File: src/rtl/csr_pkg.sv
package csr_pkg;

  typedef enum logic [1:0] {
    CSR_OP_NONE  = 2'd0,
    CSR_OP_WRITE = 2'd1,
    CSR_OP_SET   = 2'd2,
    CSR_OP_CLEAR = 2'd3
  } csr_op_e;

  localparam int unsigned CSR_AW = 12;

  localparam logic [CSR_AW-1:0] ADDR_SCRATCH = 12'h340;
  localparam logic [CSR_AW-1:0] ADDR_HARTNUM = 12'hF14;
  localparam logic [CSR_AW-1:0] ADDR_CYCLE   = 12'hB00;
  localparam logic [CSR_AW-1:0] ADDR_RETIRED = 12'hB02;

  // New register value from the old value and the operand.
  function automatic logic [31:0] csr_apply(csr_op_e op, logic [31:0] old_v,
                                            logic [31:0] opnd);
    case (op)
      CSR_OP_WRITE: csr_apply = opnd;
      CSR_OP_SET:   csr_apply = old_v | opnd;
      CSR_OP_CLEAR: csr_apply = old_v & ~opnd;
      default:      csr_apply = old_v;
    endcase
  endfunction

  // Top two address bits both set marks a read-only register.
  function automatic logic csr_is_ro(logic [CSR_AW-1:0] a);
    csr_is_ro = (a[11:10] == 2'b11);
  endfunction

endpackage

File: src/rtl/csr_decode.sv
module csr_decode
  import csr_pkg::*;
#(
  parameter int unsigned XLEN = 32,
  parameter int unsigned FLDW = 5
) (
  input  logic [2:0]      funct3_i,
  input  logic [XLEN-1:0] rs1_val_i,
  input  logic [FLDW-1:0] rs1_fld_i,
  input  logic            rd_zero_i,
  output csr_op_e         op_o,
  output logic [XLEN-1:0] operand_o,
  output logic            want_read_o,
  output logic            want_write_o,
  output logic            bad_funct_o
);
  logic fld_zero;
  assign fld_zero = (rs1_fld_i == '0);

  always_comb begin
    op_o         = csr_op_e'(funct3_i[1:0]);
    bad_funct_o  = (funct3_i[1:0] == 2'b00);
    operand_o    = funct3_i[2] ? {{(XLEN-FLDW){1'b0}}, rs1_fld_i} : rs1_val_i;
    want_read_o  = 1'b0;
    want_write_o = 1'b0;
    if (!bad_funct_o) begin
      if (op_o == CSR_OP_WRITE) begin
        want_write_o = 1'b1;
        want_read_o  = !rd_zero_i;
      end else begin
        want_write_o = !fld_zero;
        want_read_o  = 1'b1;
      end
    end
  end
endmodule

File: src/rtl/csr_counter.sv
module csr_counter #(
  parameter int unsigned W = 32
) (
  input  logic         clk,
  input  logic         rst_n,
  input  logic         inc_i,
  input  logic         wr_i,
  input  logic [W-1:0] wdata_i,
  output logic [W-1:0] count_o
);
  always_ff @(posedge clk) begin
    if (!rst_n)     count_o <= '0;
    else if (wr_i)  count_o <= wdata_i;
    else if (inc_i) count_o <= count_o + W'(1);
  end
endmodule

File: src/rtl/csr_file.sv
module csr_file
  import csr_pkg::*;
#(
  parameter int unsigned XLEN = 32
) (
  input  logic              clk,
  input  logic              rst_n,
  input  logic [XLEN-1:0]   hart_id_i,
  input  logic [CSR_AW-1:0] addr_i,
  input  logic              wr_en_i,
  input  logic [XLEN-1:0]   wdata_i,
  input  logic              retire_i,
  output logic [XLEN-1:0]   rdata_o,
  output logic              hit_o,
  output logic [XLEN-1:0]   scratch_o,
  output logic [XLEN-1:0]   hartnum_o,
  output logic [XLEN-1:0]   cycle_o,
  output logic [XLEN-1:0]   retired_o,
  output logic              wr_cycle_o,
  output logic              wr_retired_o
);
  localparam int unsigned NCNT = 2;
  localparam logic [NCNT-1:0][CSR_AW-1:0] CNT_ADDR = {ADDR_RETIRED, ADDR_CYCLE};

  logic [NCNT-1:0]           cnt_inc;
  logic [NCNT-1:0]           cnt_wr;
  logic [NCNT-1:0][XLEN-1:0] cnt_val;

  assign cnt_inc = {retire_i, 1'b1};

  for (genvar i = 0; i < NCNT; i++) begin : g_cnt
    assign cnt_wr[i] = wr_en_i && (addr_i == CNT_ADDR[i]);
    csr_counter #(.W(XLEN)) u_cnt (
      .clk     (clk),
      .rst_n   (rst_n),
      .inc_i   (cnt_inc[i]),
      .wr_i    (cnt_wr[i]),
      .wdata_i (wdata_i),
      .count_o (cnt_val[i])
    );
  end

  assign cycle_o      = cnt_val[0];
  assign retired_o    = cnt_val[1];
  assign wr_cycle_o   = cnt_wr[0];
  assign wr_retired_o = cnt_wr[1];

  always_ff @(posedge clk) begin
    if (!rst_n) begin
      scratch_o <= '0;
      hartnum_o <= hart_id_i;
    end else if (wr_en_i && addr_i == ADDR_SCRATCH) begin
      scratch_o <= wdata_i;
    end
  end

  always_comb begin
    hit_o   = 1'b1;
    rdata_o = '0;
    case (addr_i)
      ADDR_SCRATCH: rdata_o = scratch_o;
      ADDR_HARTNUM: rdata_o = hartnum_o;
      ADDR_CYCLE:   rdata_o = cycle_o;
      ADDR_RETIRED: rdata_o = retired_o;
      default:      hit_o   = 1'b0;
    endcase
  end
endmodule

File: src/rtl/csr_unit.sv
module csr_unit
  import csr_pkg::*;
#(
  parameter int unsigned XLEN = 32
) (
  input  logic            clk,
  input  logic            rst_n,
  input  logic [XLEN-1:0] hart_id_i,
  input  logic            valid_i,
  input  logic [2:0]      funct3_i,
  input  logic [11:0]     addr_i,
  input  logic [XLEN-1:0] rs1_val_i,
  input  logic [4:0]      rs1_fld_i,
  input  logic            rd_zero_i,
  input  logic            retire_i,
  output logic [XLEN-1:0] rdata_o,
  output logic            wb_en_o,
  output logic            illegal_o
);
  csr_op_e         op;
  logic [XLEN-1:0] operand;
  logic            want_read;
  logic            want_write;
  logic            bad_funct;
  logic            hit;
  logic            wr_fire;
  logic [XLEN-1:0] old_val;
  logic [XLEN-1:0] new_val;
  logic [XLEN-1:0] scratch_q;
  logic [XLEN-1:0] hartnum_q;
  logic [XLEN-1:0] cycle_q;
  logic [XLEN-1:0] retired_q;
  logic            wr_cycle;
  logic            wr_retired;

  csr_decode #(.XLEN(XLEN), .FLDW(5)) u_dec (
    .funct3_i     (funct3_i),
    .rs1_val_i    (rs1_val_i),
    .rs1_fld_i    (rs1_fld_i),
    .rd_zero_i    (rd_zero_i),
    .op_o         (op),
    .operand_o    (operand),
    .want_read_o  (want_read),
    .want_write_o (want_write),
    .bad_funct_o  (bad_funct)
  );

  assign illegal_o = valid_i && (bad_funct || !hit || (want_write && csr_is_ro(addr_i)));
  assign wr_fire   = valid_i && !illegal_o && want_write;
  assign wb_en_o   = valid_i && !illegal_o && !rd_zero_i && want_read;
  assign new_val   = csr_apply(op, old_val, operand);
  assign rdata_o   = old_val;

  csr_file #(.XLEN(XLEN)) u_file (
    .clk          (clk),
    .rst_n        (rst_n),
    .hart_id_i    (hart_id_i),
    .addr_i       (addr_i),
    .wr_en_i      (wr_fire),
    .wdata_i      (new_val),
    .retire_i     (retire_i),
    .rdata_o      (old_val),
    .hit_o        (hit),
    .scratch_o    (scratch_q),
    .hartnum_o    (hartnum_q),
    .cycle_o      (cycle_q),
    .retired_o    (retired_q),
    .wr_cycle_o   (wr_cycle),
    .wr_retired_o (wr_retired)
  );
endmodule

File: config.mk
export PLATFORM = sky130hd
export DESIGN_NAME = csr_unit
export DESIGN_NICKNAME = d
export VERILOG_FILES = /design/src/rtl/csr_pkg.sv /design/src/rtl/csr_decode.sv /design/src/rtl/csr_counter.sv /design/src/rtl/csr_file.sv /design/src/rtl/csr_unit.sv
export SDC_FILE = /design/constraint.sdc
export NUM_CORES = 1
export LEC_CHECK = 0
export BUFFER_PORTS_ARGS = -buffer_cell sky130_fd_sc_hd__buf_2
export CAP_MARGIN = 20
export CORE_UTILIZATION = 55
export DETAILED_ROUTE_END_ITERATION = 12
export PLACE_DENSITY = 0.83
export SLEW_MARGIN = 20
export SYNTH_ARGS = -nofsm -noshare
export SYNTH_HDL_FRONTEND = slang
export SYNTH_SLANG_ARGS = --single-unit
File: constraint.sdc
create_clock -name clk -period 3 [get_ports clk]
set_clock_uncertainty 0.1 [all_clocks]
set_input_delay 0 -clock clk [delete_from_list [all_inputs] [get_ports clk]]
set_output_delay 0 -clock clk [all_outputs]
set_load 0.03 [all_outputs]
==> results.toml <==
[global_routing]
grt_pass1_wl_mm = 38.6
antenna_found_initial = 0
grt_pass1_vias = 7236
track_usage_pct = 38.0
grt-ovfl-total = 0
grt_max_degree = 59

[logic_synthesis]
synth_fa_ha_area_share_pct = 0.344
async_flop_share_pct = 0
synth-compound-area-share_pct = 22.7
synth_area_per_cell_um2 = 8.74
seq_area_frac_synth_pct = 39.7
synth-edff-count = 32
synth_top_area_share_pct = 26.4
synthCells = 832
synth_area_um2 = 7270
synth-seq-cells = 128
ys.flop_type = "dfxtp_1"
yosys_warnings = 0
synth_cell_type_count = 68
yosys.area_share.simple_pct = 19.6
syn_nets = 923
synthXorXnorAreaFrac_pct = 7.71
synth_top_family_by_area = "compound AO/OA/AOI/OAI gates"
yosysTopAreaCell = "dfxtp_1"
synthMuxAreaShare_pct = 5.58
synthTopCellsByArea = "dfxtp_1 (26%), edfxtp_1 (13%), xor2_1 (4.8%)"

[route]
wl_mm = 25.3
via_per_inst = 6.69
vias = 7863
drc = 0
drt_first_pass_iters = 9
antenna_left = 0
wire_per_inst_um = 21.5
dr.first_iter.drc_count = 1299

[place]
dp_hpwl_mm = 16.0
place_ws_ps = 440
port_buffers = 122
gp_congestion = 0.919

[final_layout]
area_growth_pct = 26.4
antenna_cells = 0
final_nets = 1082
multi_input_area_um2 = 4070
post_route_cells_drive_above_1_share_pct = 20.5
regArea_um2 = 2880
fillers = 867

[clock_tree]
clkLatencyLatePin_ps = 430
htreeDepth = 4
numCtsBuffers = 17
cts_tree = "yes"
path_clk_slew_ps = 60
root_buffer = "clkbuf_16"
post_cts_resized = 0
clock_path_buffers = 2
clock-sinks = 128

[floorplan]
dieWidth_um = 117
fp.dieH_um = 117
initial_core_util_pct = 56.9
core_area_um2 = 12800
ioPinCount = 123
num_rows = 41
dieArea_um2 = 13700

[critical_path]
critPathMaxStageDelay_ps = 650
crit_path_end_kind = "output port"
crit_required_ps = 2900
setup.worst_path.class = "primary input to output port"
worstSetupStartpointType = "primary input"
path_cells = "buf_2 > or4_1 > nor4_4 > buf_4 > nor3_1 > a211oi_1 > and3b_1 > buf_2"
arrival_ps = 2320
slowest_stage = "or4_1"
cp_max_fo = 14
crit_top_cell = "buf_2"

[sta]
fin_ws_ps = 576
timing.fmax_mhz = 412
fin_setup_tns_ps = 0
rsz0062_at_grt = "false"
period_share_pct = 80.8
tightest_slew_ps = 825
slew_viol_final = 0
min_period_ps = 2420
finalHoldViolations = 0
finalSetupViolations = 0
maxSlewHeadroom_pct = 45.0

[pwr]
fin_total_pwr_mw = 4.39
power_frac_seq_pct = 41.9
clkPwrFrac_pct = 49.0
p_sw_share_pct = 23.7
p_int_mw = 3.35
leakagePower_nw = 3.74
p_comb_share_pct = 9.0
irDropWorstVdd_uv = 438
power_density_nw_per_um2 = 478
switching_power_mw = 1.04

[status]
status = "complete, no violations"

[run]
cap_violations = 0

[worst_hold_path]
hold_path.class = "primary input to flip-flop"
path summary, 6_finish.rpt:
path	from	to	slack, ps	depth (start not counted)
setup / recovery	addr_i[0]	wb_en_o	580	8
hold / removal	rs1_val_i[8]	u_file.scratch_o[8]	20	5
setup reg to reg	u_file.g_cnt[1].u_cnt.count_o[8]	u_file.g_cnt[1].u_cnt.count_o[29]	610	6
hold reg to reg	u_file.scratch_o[1]	u_file.scratch_o[1]	360	2
placed cells by master, fill, tap and decap left out, types with 5 or more instances in the layout:
master and count:
and3_1 14, a222oi_1 8, a21oi_1 51, and4_1 9, a221oi_1 6, o21ai_0 62, nand2_1 83, o22ai_1 34
a32oi_1 5, clkbuf_16 17, a211oi_2 6, xor2_1 40, and2_1 5, a22oi_1 15, nor2b_1 13, edfxtp_1 32
a211oi_1 12, dlygate4sd3_1 53, dfxtp_1 96, nor4_1 7, nand4_1 25, mux2i_1 27, inv_1 10, clkinv_1 6
buf_4 26, nand3_1 31, a221o_1 13, buf_2 122, nor3_1 8, mux2_2 11, a31oi_1 5, xnor2_1 24
nor2_1 57
timing repair:
item / in CTS / in global routing
hold buffers: 53 / 0
setup endpoints to repair: 0 / 0
hold endpoints to repair: 67 / 0
buffers inserted: 0 / 0
worst max-delay path: cells and delay by family:
kind / cells / cell delay [ps]
buffers and inverters: 3 / 610
and+or+nand+nor: 4 / 1360
AOI/OAI and AO/OA: 1 / 340
per-layer routing:
| metal | vias to the layer above | GRT usage [%] | wire length (um) |
|---|---|---|---|
| met1 | 3652 | 49.5 | 9430 |
| met2 | 655 | 59.1 | 11600 |
| met5 | - | 0 | 0 |
| met4 | 0 | 16.2 | 971 |
| met3 | 119 | 11.0 | 3320 |
| li1 | 3437 | - | - |
area by class of cell:
cell class | count | area share [%]
flip-flops and latches | 128 | 31.4
repair buffers | 203 | 15.0
clock inverters | 15 | 1.89
inverters | 12 | 0.490
multi-input cells | 629 | 44.3
well taps | 172 | 2.34
clock buffers | 17 | 4.63
synthesized netlist by cell type (3+ instances only):
cell type,instances
nand4_1,25
nand2b_1,3
nor4_1,7
a222oi_1,8
nor3_1,9
nor3b_1,3
mux2i_1,27
o22ai_1,34
o211a_1,3
a221o_1,13
nor2_1,57
nand2_1,83
a211oi_2,6
buf_2,16
xnor2_1,24
and2_1,5
dfxtp_1,96
a22oi_1,15
a21oi_1,51
buf_1,5
nor2b_1,13
a31oi_1,5
a32oi_1,5
a21o_1,4
nand3_1,31
edfxtp_1,32
and3_1,14
mux2_2,11
o21ai_0,62
or4_1,4
a21boi_0,3
and4_1,9
a221oi_1,6
inv_1,10
xor2_1,40
a211oi_1,12
clkbuf_1,38
cell families after synthesis:
logic type / after synthesis
adder cells (fa/ha/maj): 2
XOR/XNOR: 64
AND/OR/NAND/NOR: 277
flip-flops: 128
buffers and inverters: 75
multiplexers: 39
AO/OA/AOI/OAI: 247
power groups by stage:
stage | registers [mW] | clock network [mW] | logic [mW]
finish | 1.84 | 2.15 | 0.396
global route | 1.84 | 2.22 | 0.415
CTS | 1.84 | 2.13 | 0.373
floorplan | 1.86 | 0 | 0.188
global placement | 1.87 | 0 | 0.310
detailed placement | 1.87 | 0 | 0.315
per-stage QoR:
stage	util, %	instances	instance area (um^2)	hold slack (ps)
finish	71.9	1176	9190	20.8
global route	71.9	1176	9190	33.6
CTS	71.9	1176	9190	2.47
detailed placement	63.1	1091	8060	78.1
global placement	63.1	1091	8060	76.5
floorplan	-	832	7270	-1.13
flip-flops by register name, summed over array words and instances (netlist names):
register,cells
u_file.g_cnt.u_cnt.count_o,64
u_file.hartnum_o,32
u_file.scratch_o,32
Power figures use the tool's default switching activity.
